## src/rtl/pwm_timer_pkg.sv

```systemverilog
package pwm_timer_pkg;

    localparam int unsigned DEF_CNT_W = 16;
    localparam int unsigned DEF_NCH   = 4;

    typedef enum logic {
        DIR_UP   = 1'b0,
        DIR_DOWN = 1'b1
    } cnt_dir_e;

endpackage

```

## src/rtl/pwm_timer_counter.sv

```systemverilog
module pwm_timer_counter
    import pwm_timer_pkg::*;
#(
    parameter int unsigned CNT_W = DEF_CNT_W
) (
    input  logic             clk_i,
    input  logic             rst_i,
    input  logic             en_i,
    input  logic             center_mode_i,
    input  logic [CNT_W-1:0] arr_act_i,
    output logic [CNT_W-1:0] cnt_o,
    output cnt_dir_e         dir_o,
    output logic             upd_evt_o,
    output logic             upd_o
);

    localparam int unsigned EXT_W = CNT_W + 1;

    typedef struct packed {
        logic [CNT_W-1:0] cnt;
        cnt_dir_e         dir;
        logic             upd;
    } cnt_state_t;

    cnt_state_t state_d, state_q;
    logic       evt_d;
    logic [EXT_W-1:0] cnt_plus1;

    always_comb begin
        state_d   = state_q;
        state_d.upd = 1'b0;
        evt_d     = 1'b0;
        cnt_plus1 = {1'b0, state_q.cnt} + EXT_W'(1);
        if (rst_i) begin
            state_d.cnt = '0;
            state_d.dir = DIR_UP;
        end else if (en_i) begin
            if (!center_mode_i) begin
                // edge-aligned: ramp up, wrap after the reload value
                state_d.dir = DIR_UP;
                if (state_q.cnt >= arr_act_i) begin
                    state_d.cnt = '0;
                    evt_d       = 1'b1;
                end else begin
                    state_d.cnt = cnt_plus1[CNT_W-1:0];
                end
            end else if (state_q.dir == DIR_UP) begin
                // center-aligned ascending half ends when the peak is reached
                if (cnt_plus1 >= {1'b0, arr_act_i}) begin
                    state_d.cnt = arr_act_i;
                    state_d.dir = DIR_DOWN;
                end else begin
                    state_d.cnt = cnt_plus1[CNT_W-1:0];
                end
            end else begin
                // descending half ends on the step into zero
                if (state_q.cnt <= CNT_W'(1)) begin
                    state_d.cnt = '0;
                    state_d.dir = DIR_UP;
                    evt_d       = 1'b1;
                end else begin
                    state_d.cnt = state_q.cnt - CNT_W'(1);
                end
            end
            state_d.upd = evt_d;
        end
    end

    always_ff @(posedge clk_i) begin
        state_q <= state_d;
    end

    assign cnt_o     = state_q.cnt;
    assign dir_o     = state_q.dir;
    assign upd_o     = state_q.upd;
    assign upd_evt_o = evt_d;

endmodule

```

## src/rtl/pwm_timer_shadow.sv

```systemverilog
module pwm_timer_shadow
    import pwm_timer_pkg::*;
#(
    parameter int unsigned CNT_W = DEF_CNT_W,
    parameter int unsigned NCH   = DEF_NCH
) (
    input  logic                      clk_i,
    input  logic                      load_i,
    input  logic                      arr_we_i,
    input  logic [CNT_W-1:0]          arr_wdata_i,
    input  logic [NCH-1:0]            cmp_we_i,
    input  logic [CNT_W:0]            cmp_wdata_i,
    output logic [CNT_W-1:0]          arr_act_o,
    output logic [NCH-1:0][CNT_W:0]   cmp_act_o
);

    localparam int unsigned CMP_W = CNT_W + 1;

    typedef struct packed {
        logic [CNT_W-1:0]          arr_pre;
        logic [CNT_W-1:0]          arr_act;
        logic [NCH-1:0][CMP_W-1:0] cmp_pre;
        logic [NCH-1:0][CMP_W-1:0] cmp_act;
    } shadow_t;

    shadow_t regs_d, regs_q;

    always_comb begin
        regs_d = regs_q;
        if (arr_we_i) begin
            regs_d.arr_pre = arr_wdata_i;
        end
        for (int k = 0; k < NCH; k++) begin
            if (cmp_we_i[k]) begin
                regs_d.cmp_pre[k] = cmp_wdata_i;
            end
        end
        // transfer sees a write made in the same cycle
        if (load_i) begin
            regs_d.arr_act = regs_d.arr_pre;
            regs_d.cmp_act = regs_d.cmp_pre;
        end
    end

    always_ff @(posedge clk_i) begin
        regs_q <= regs_d;
    end

    assign arr_act_o = regs_q.arr_act;
    assign cmp_act_o = regs_q.cmp_act;

endmodule

```

## src/rtl/pwm_timer_channel.sv

```systemverilog
module pwm_timer_channel
    import pwm_timer_pkg::*;
#(
    parameter int unsigned CNT_W = DEF_CNT_W
) (
    input  logic [CNT_W-1:0] cnt_i,
    input  cnt_dir_e         dir_i,
    input  logic [CNT_W:0]   cmp_i,
    output logic             ref_o
);

    logic [CNT_W:0] cnt_ext;

    always_comb begin
        cnt_ext = {1'b0, cnt_i};
        // descending half uses an inclusive test so duty stays linear in C
        if (dir_i == DIR_DOWN) begin
            ref_o = (cnt_ext <= cmp_i);
        end else begin
            ref_o = (cnt_ext < cmp_i);
        end
    end

endmodule

```

## src/rtl/pwm_timer.sv

```systemverilog
module pwm_timer
    import pwm_timer_pkg::*;
#(
    parameter int unsigned CNT_W = DEF_CNT_W,
    parameter int unsigned NCH   = DEF_NCH
) (
    input  logic             clk_i,
    input  logic             rst_i,
    input  logic             en_i,
    input  logic             center_mode_i,
    input  logic             arr_we_i,
    input  logic [CNT_W-1:0] arr_wdata_i,
    input  logic [NCH-1:0]   cmp_we_i,
    input  logic [CNT_W:0]   cmp_wdata_i,
    output logic [CNT_W-1:0] cnt_o,
    output logic             down_o,
    output logic             upd_o,
    output logic [NCH-1:0]   pwm_o
);

    localparam int unsigned CMP_W = CNT_W + 1;

    logic [CNT_W-1:0]          arr_act;
    logic [NCH-1:0][CMP_W-1:0] cmp_act;
    cnt_dir_e                  dir;
    logic                      upd_evt;
    logic                      load;

    assign load   = rst_i | upd_evt;
    assign down_o = (dir == DIR_DOWN);

    pwm_timer_counter #(.CNT_W(CNT_W)) u_counter (
        .clk_i         (clk_i),
        .rst_i         (rst_i),
        .en_i          (en_i),
        .center_mode_i (center_mode_i),
        .arr_act_i     (arr_act),
        .cnt_o         (cnt_o),
        .dir_o         (dir),
        .upd_evt_o     (upd_evt),
        .upd_o         (upd_o)
    );

    pwm_timer_shadow #(.CNT_W(CNT_W), .NCH(NCH)) u_shadow (
        .clk_i       (clk_i),
        .load_i      (load),
        .arr_we_i    (arr_we_i),
        .arr_wdata_i (arr_wdata_i),
        .cmp_we_i    (cmp_we_i),
        .cmp_wdata_i (cmp_wdata_i),
        .arr_act_o   (arr_act),
        .cmp_act_o   (cmp_act)
    );

    for (genvar k = 0; k < NCH; k++) begin : g_ch
        pwm_timer_channel #(.CNT_W(CNT_W)) u_ch (
            .cnt_i (cnt_o),
            .dir_i (dir),
            .cmp_i (cmp_act[k]),
            .ref_o (pwm_o[k])
        );
    end

endmodule

```

## config.mk

```make
export PLATFORM = sky130hd
export DESIGN_NAME = pwm_timer
export DESIGN_NICKNAME = d
export VERILOG_FILES = /design/src/rtl/pwm_timer_pkg.sv /design/src/rtl/pwm_timer_counter.sv /design/src/rtl/pwm_timer_shadow.sv /design/src/rtl/pwm_timer_channel.sv /design/src/rtl/pwm_timer.sv
export SDC_FILE = /design/constraint.sdc
export NUM_CORES = 1
export LEC_CHECK = 0
export CAP_MARGIN = 20
export CORE_MARGIN = 3
export CORE_UTILIZATION = 55
export DETAILED_ROUTE_END_ITERATION = 8
export DONT_BUFFER_PORTS = 1
export GPL_TIMING_DRIVEN = 1
export PLACE_DENSITY = 0.79
export SYNTH_ARGS = -nofsm -noshare
export SYNTH_HDL_FRONTEND = slang
export SYNTH_HIERARCHICAL = 1
export SYNTH_SLANG_ARGS = --single-unit
```

## constraint.sdc

```tcl
create_clock -name clk_i -period 7.85 [get_ports clk_i]
set_input_delay 0.785 -clock clk_i [delete_from_list [all_inputs] [get_ports clk_i]]
set_output_delay 0.785 -clock clk_i [all_outputs]
set_load 0.005 [all_outputs]
```

Word-level counts from Yosys, hierarchy flattened --
Index checks and enable logic that the tools add are counted.
Storage, ports and cells: flip-flop bits (word level) 186, input port bits 42, output and inout port bits 22, logic and storage cells 51
Cells by class: add/subtract/negate cells 2, $lt $le $gt $ge 11, multiplexer cells 22, bitwise operators 2, reduce and logical (&&, ||, !) cells 1
Operator list (count):
- $mux W17 | 6
- $le A16 B17 Y1 | 4
- $lt A16 B17 Y1 | 4
- $mux W16 | 4
- $add A16 B1 Y17 const B | 1
- $ge A17 B16 Y1 | 1
- $ge A16 B16 Y1 | 1
- $le A16 B1 Y1 const B | 1
- $sub A16 B1 Y16 const B | 1
- $mux W1 | 12
- $reduce_or A2 Y1 | 1
- $not A1 Y1 | 1
- $or A1 B1 Y1 | 1

Logic depth before layout (Yosys ltp) --
depth in word-level cells 7, gate-level depth with buffers 14, gate-level depth less buffers 12

Modules after synthesis --
The synthesis kept the hierarchy.
By module, submodules not included:
- pwm_timer_shadow | times used 1, cells an instance 346, area each 6124.6 um2
- pwm_timer_counter | times used 1, cells an instance 317, area each 2487.4 um2
- pwm_timer_channel | times used 4, cells an instance 57, area each 411.6 um2
- pwm_timer | times used 1, cells an instance 1, area each 6.3 um2

Worst setup path before layout --
No wires, ideal clock.
path kind register to register, start register u_counter.state_q, in the netlist u_counter/cnt_o[0], end register u_shadow.regs_q[136] (netlist: u_shadow/arr_act_o[0]), enable pin, library setup time 448 ps, data arrival time 3826 ps, required time 7402 ps, setup slack 3577 ps, cell stages (with the launch flop) 10, path buffers 1, period minus slack after synthesis 4273 ps, cell sequence dfxtp_1 clkbuf_1 inv_1 ha_1 nand2b_1 a211oi_1 o21a_1 o211ai_2 and4_1 or2_1
Between the ends: longest elaborated chain between the ends 7
RTL lines:
- start, declared | RTL line pwm_timer_counter.sv:25 | cnt_state_t state_d, state_q;
- start signal, assigned | RTL line pwm_timer_counter.sv:70 | state_q <= state_d;
- $le A16 B1 Y1 | RTL line pwm_timer_counter.sv:57 | if (state_q.cnt <= CNT_W'(1)) begin
- $mux W1 | RTL line pwm_timer_counter.sv:57
- $mux W1 | RTL line pwm_timer_counter.sv:47 | end else if (state_q.dir == DIR_UP) begin
- $mux W1 (*) | RTL line pwm_timer_counter.sv:38 | if (!center_mode_i) begin
- $mux W1 (*) | RTL line pwm_timer_counter.sv:37 | end else if (en_i) begin
- $mux W1 (*) | RTL line pwm_timer_counter.sv:34 | if (rst_i) begin
- via upd_evt | RTL line pwm_timer.sv:26 | logic upd_evt;
- $or A1 B1 Y1 (*) | RTL line pwm_timer.sv:29 | assign load = rst_i | upd_evt;
- via load | RTL line pwm_timer.sv:27 | logic load;
- end signal, assigned | RTL line pwm_timer_shadow.sv:46 | regs_q <= regs_d;
- end, declared | RTL line pwm_timer_shadow.sv:26 | shadow_t regs_d, regs_q;
Mark *: on every way through the listed nets, which the timed path passes. The rest lies on a longest branch. A chain may end at the register's enable or synchronous reset.

Worst setup path in the final report --
start register u_counter.state_q, in the netlist u_counter/cnt_o[0], end register u_counter.state_q, in the netlist u_counter/cnt_o[6]
Between the ends: longest elaborated chain between the ends 5
RTL lines:
- $add A16 B1 Y17 | RTL line pwm_timer_counter.sv:33 | cnt_plus1 = {1'b0, state_q.cnt} + EXT_W'(1);
- $ge A17 B16 Y1 | RTL line pwm_timer_counter.sv:49 | if (cnt_plus1 >= {1'b0, arr_act_i}) begin
- $mux W16 | RTL line pwm_timer_counter.sv:49
- $mux W17 | RTL line pwm_timer_counter.sv:47
- $mux W17 (*) | RTL line pwm_timer_counter.sv:38
Mark *: on every way between the ends. The rest lies on a longest branch, timed or not.

==> results.txt <==
Cts repair resizes: 0
DIE HEIGHT: 143 um
Root Driver: clkbuf_16
Final ANT Viol Nets: 0
Layout cell share with drive strength beyond 1: 18.3%
Setup bufs post-CTS: 0
WL per Instance: 20.7 um
Synthesized area per cell: 11.5 um2
Routed WL: 21600 um
Slowest CP cell: dfxtp_1
Drt initial violations: 476
Width of the die: 143 um
Global-route wire length before repair: 33700 um
Post-synth top cells: dfxtp_1, ha_1, buf_4, edfxtp_1, inv_1
Reg clk slew, reported paths: 80 ps
Final Cycle Share: 53.0%
# DRC: 0
Crit path largest cell delay: 760 ps
Vias per cell: 5.88
Buffers and inverters on the worst path: 1
Slew Limit Fails: 0
Worst Path Max Fanout: 16
WP data required: 8200 ps
RSZ-0062 raised after global routing: false
Met1 Use GR: 28.4%
Yosys top cell by area: edfxtp_1
Syn Inst Count: 892
CTS tree: yes
Starting density of the core: 56.6%
CTS buffer count: 17
Max_slew headroom: 47.6%
Max Buffers Root-to-Sink: 2
Yosys warning count: 6
Port bufs: 0
Fin nets: 944
Setup-failing EPs final: 0
Leak: 4.54 nW
Sequential fraction of the synthesis area: 44.5%
Diode count: 0
MaxCap Viol Count: 0
Actual slew at the worst max-slew pin: 785 ps
Critical path class: register to register
GRT busiest layer: met2
Clk_skew: 14.2 ps
Core area: 0.0181 mm2
Ranking of synthesized cells by area: edfxtp_1, dfxtp_1, ha_1
GP Congestion: 0.908
Element type at the critical path start: register
Post-synth ARST share: 0%
IO Count: 64
Setup TNS Final: 0 ps
Critical path arrival: 4510 ps
Via count: 6145
Register bit count reported by yosys: 186
Post-DP HPWL: 15100 um
Post-Syn Nets: 1033
Overflow after GRT: 0
GR Util met2: 34.7%
Vias in the first global route: 6112
Worst-skew pair later-pin latency: 430 ps
EDFF count, synth: 84
Crit. End Element: register
Top-area cell type share of the netlist area: 24.6%
Pwr per Cell Area: 232 mW/mm2
Post-synth cell types: 67
Status: completed
Tmin final: 4160 ps
Die area: 0.0203 mm2
Most used standard cell by instance count after synthesis: dfxtp_1
Mapped Area: 0.0103 mm2
Antenna violations before repair: 1
Worst hold slack: 425 ps
Met3 Usage GRT: 6.23%
Hold Path Class: input port to register
# rows: 49
Area Growth Syn to Fin: -0.195%
Post-synth top flop: dfxtp_1
Cts hold-fix bufs: 0
Crit path max-delay family: compound AO/OA/AOI/OAI gates
Hold Vio Cnt, Final: 0
Crit path cell chain: ha_1, and4_4, and4_4, nand3_1, xnor2_1, ha_1, a211oi_1, o41ai_1, a221o_1, o31ai_2, buf_4, nand2_1, a211oi_1
GRT Util Overall: 21.7%
Largest net degree at the start of global routing: 85
Peak supply drop: 304 uV
Htree depth: 4
Filler cells: 1464
CTS sink count: 186
Pre-antenna DRT Iters: 5
FMAX: 240 MHz
placed cells by master (no fill, tap or decap), drive strengths merged, types with 7 or more instances in the layout:
cell type / Yosys / final
o21ai: 27 / 27
clkbuf: 11 / 18
nand2: 33 / 33
edfxtp: 84 / 84
mux2: 85 / 85
nand3: 21 / 21
ha: 99 / 99
a21o: 14 / 14
nand4: 18 / 18
dfxtp: 102 / 102
nor2: 39 / 39
a211oi: 12 / 12
xnor2: 17 / 17
o31ai: 7 / 7
xor2: 9 / 9
nor3: 22 / 22
a21oi: 31 / 31
inv: 83 / 90
worst paths after layout:
check / from / endpoint / slack, ps / cells after the start
worst max-delay path: u_counter/cnt_o[0] / u_counter/cnt_o[6] / 3690 / 13
worst min-delay path: rst_i / u_counter/cnt_o[4] / 420 / 1
worst max register to register: u_counter/cnt_o[0] / u_counter/cnt_o[6] / 3690 / 13
worst min register to register: u_shadow/regs_q[75] / u_shadow/regs_q[75] / 470 / 1
area by class of cell:
type | instances | area, um2 | share of cell area (%)
multi-input cells | 509 | 4420 | 43.1
clock buffers | 18 | 429 | 4.19
repair buffers | 6 | 65.1 | 0.635
inverters | 83 | 312 | 3.04
flip-flops and latches | 186 | 4560 | 44.6
clock inverters | 14 | 173 | 1.69
well taps | 229 | 287 | 2.80
registers in the layout (all words and copies together), names as in the netlist:
signal / count
u_shadow/cmp_act_o: 68
u_counter/upd_o: 1
u_counter/dir_o: 1
u_counter/cnt_o: 16
u_shadow/arr_act_o: 16
u_shadow/regs_q: 84
cell families after synthesis:
kind of cell | after synthesis | share of synthesized area, %
muxes | 86 | 11.3
buffers and inverters | 197 | 12.5
and+or+nand+nor | 171 | 8.75
adders and majority gates | 99 | 12.1
DFF | 186 | 44.5
AOI/OAI and AO/OA | 127 | 8.70
xor gates and xnor gates | 26 | 2.22
where the power goes:
| group | switching [mW] | internal (mW) |
|---|---|---|
| logic | 0.177 | 0.162 |
| registers | 0.0557 | 1.12 |
| clock network | 0.409 | 0.458 |
| total | 0.642 | 1.73 |
metrics by stage:
| stage | util (%) | area (um2) | setup slack (ps) | total power [mW] | std cells |
|---|---|---|---|---|---|
| 2_1_floorplan | - | 10300 | 3580 | 1.51 | 892 |
| 3_3_place_gp | 52.9 | 9610 | 3520 | 1.51 | 1011 |
| 3_5_place_dp | 52.9 | 9610 | 3420 | 1.52 | 1011 |
| 4_1_cts | 56.3 | 10200 | 3420 | 2.39 | 1043 |
| 5_1_grt | 56.5 | 10200 | 3430 | 2.49 | 1045 |
| 6_report | 56.5 | 10200 | 3690 | 2.38 | 1045 |
metal layers:
metal  vias to the layer above  routed length (um)
li1                       2913                   -
met1                      2966                9150
met2                       219               10200
met3                        45                1680
met4                         2                 527
met5                         -                  13
No activity file was read; power rests on OpenSTA's default activity.
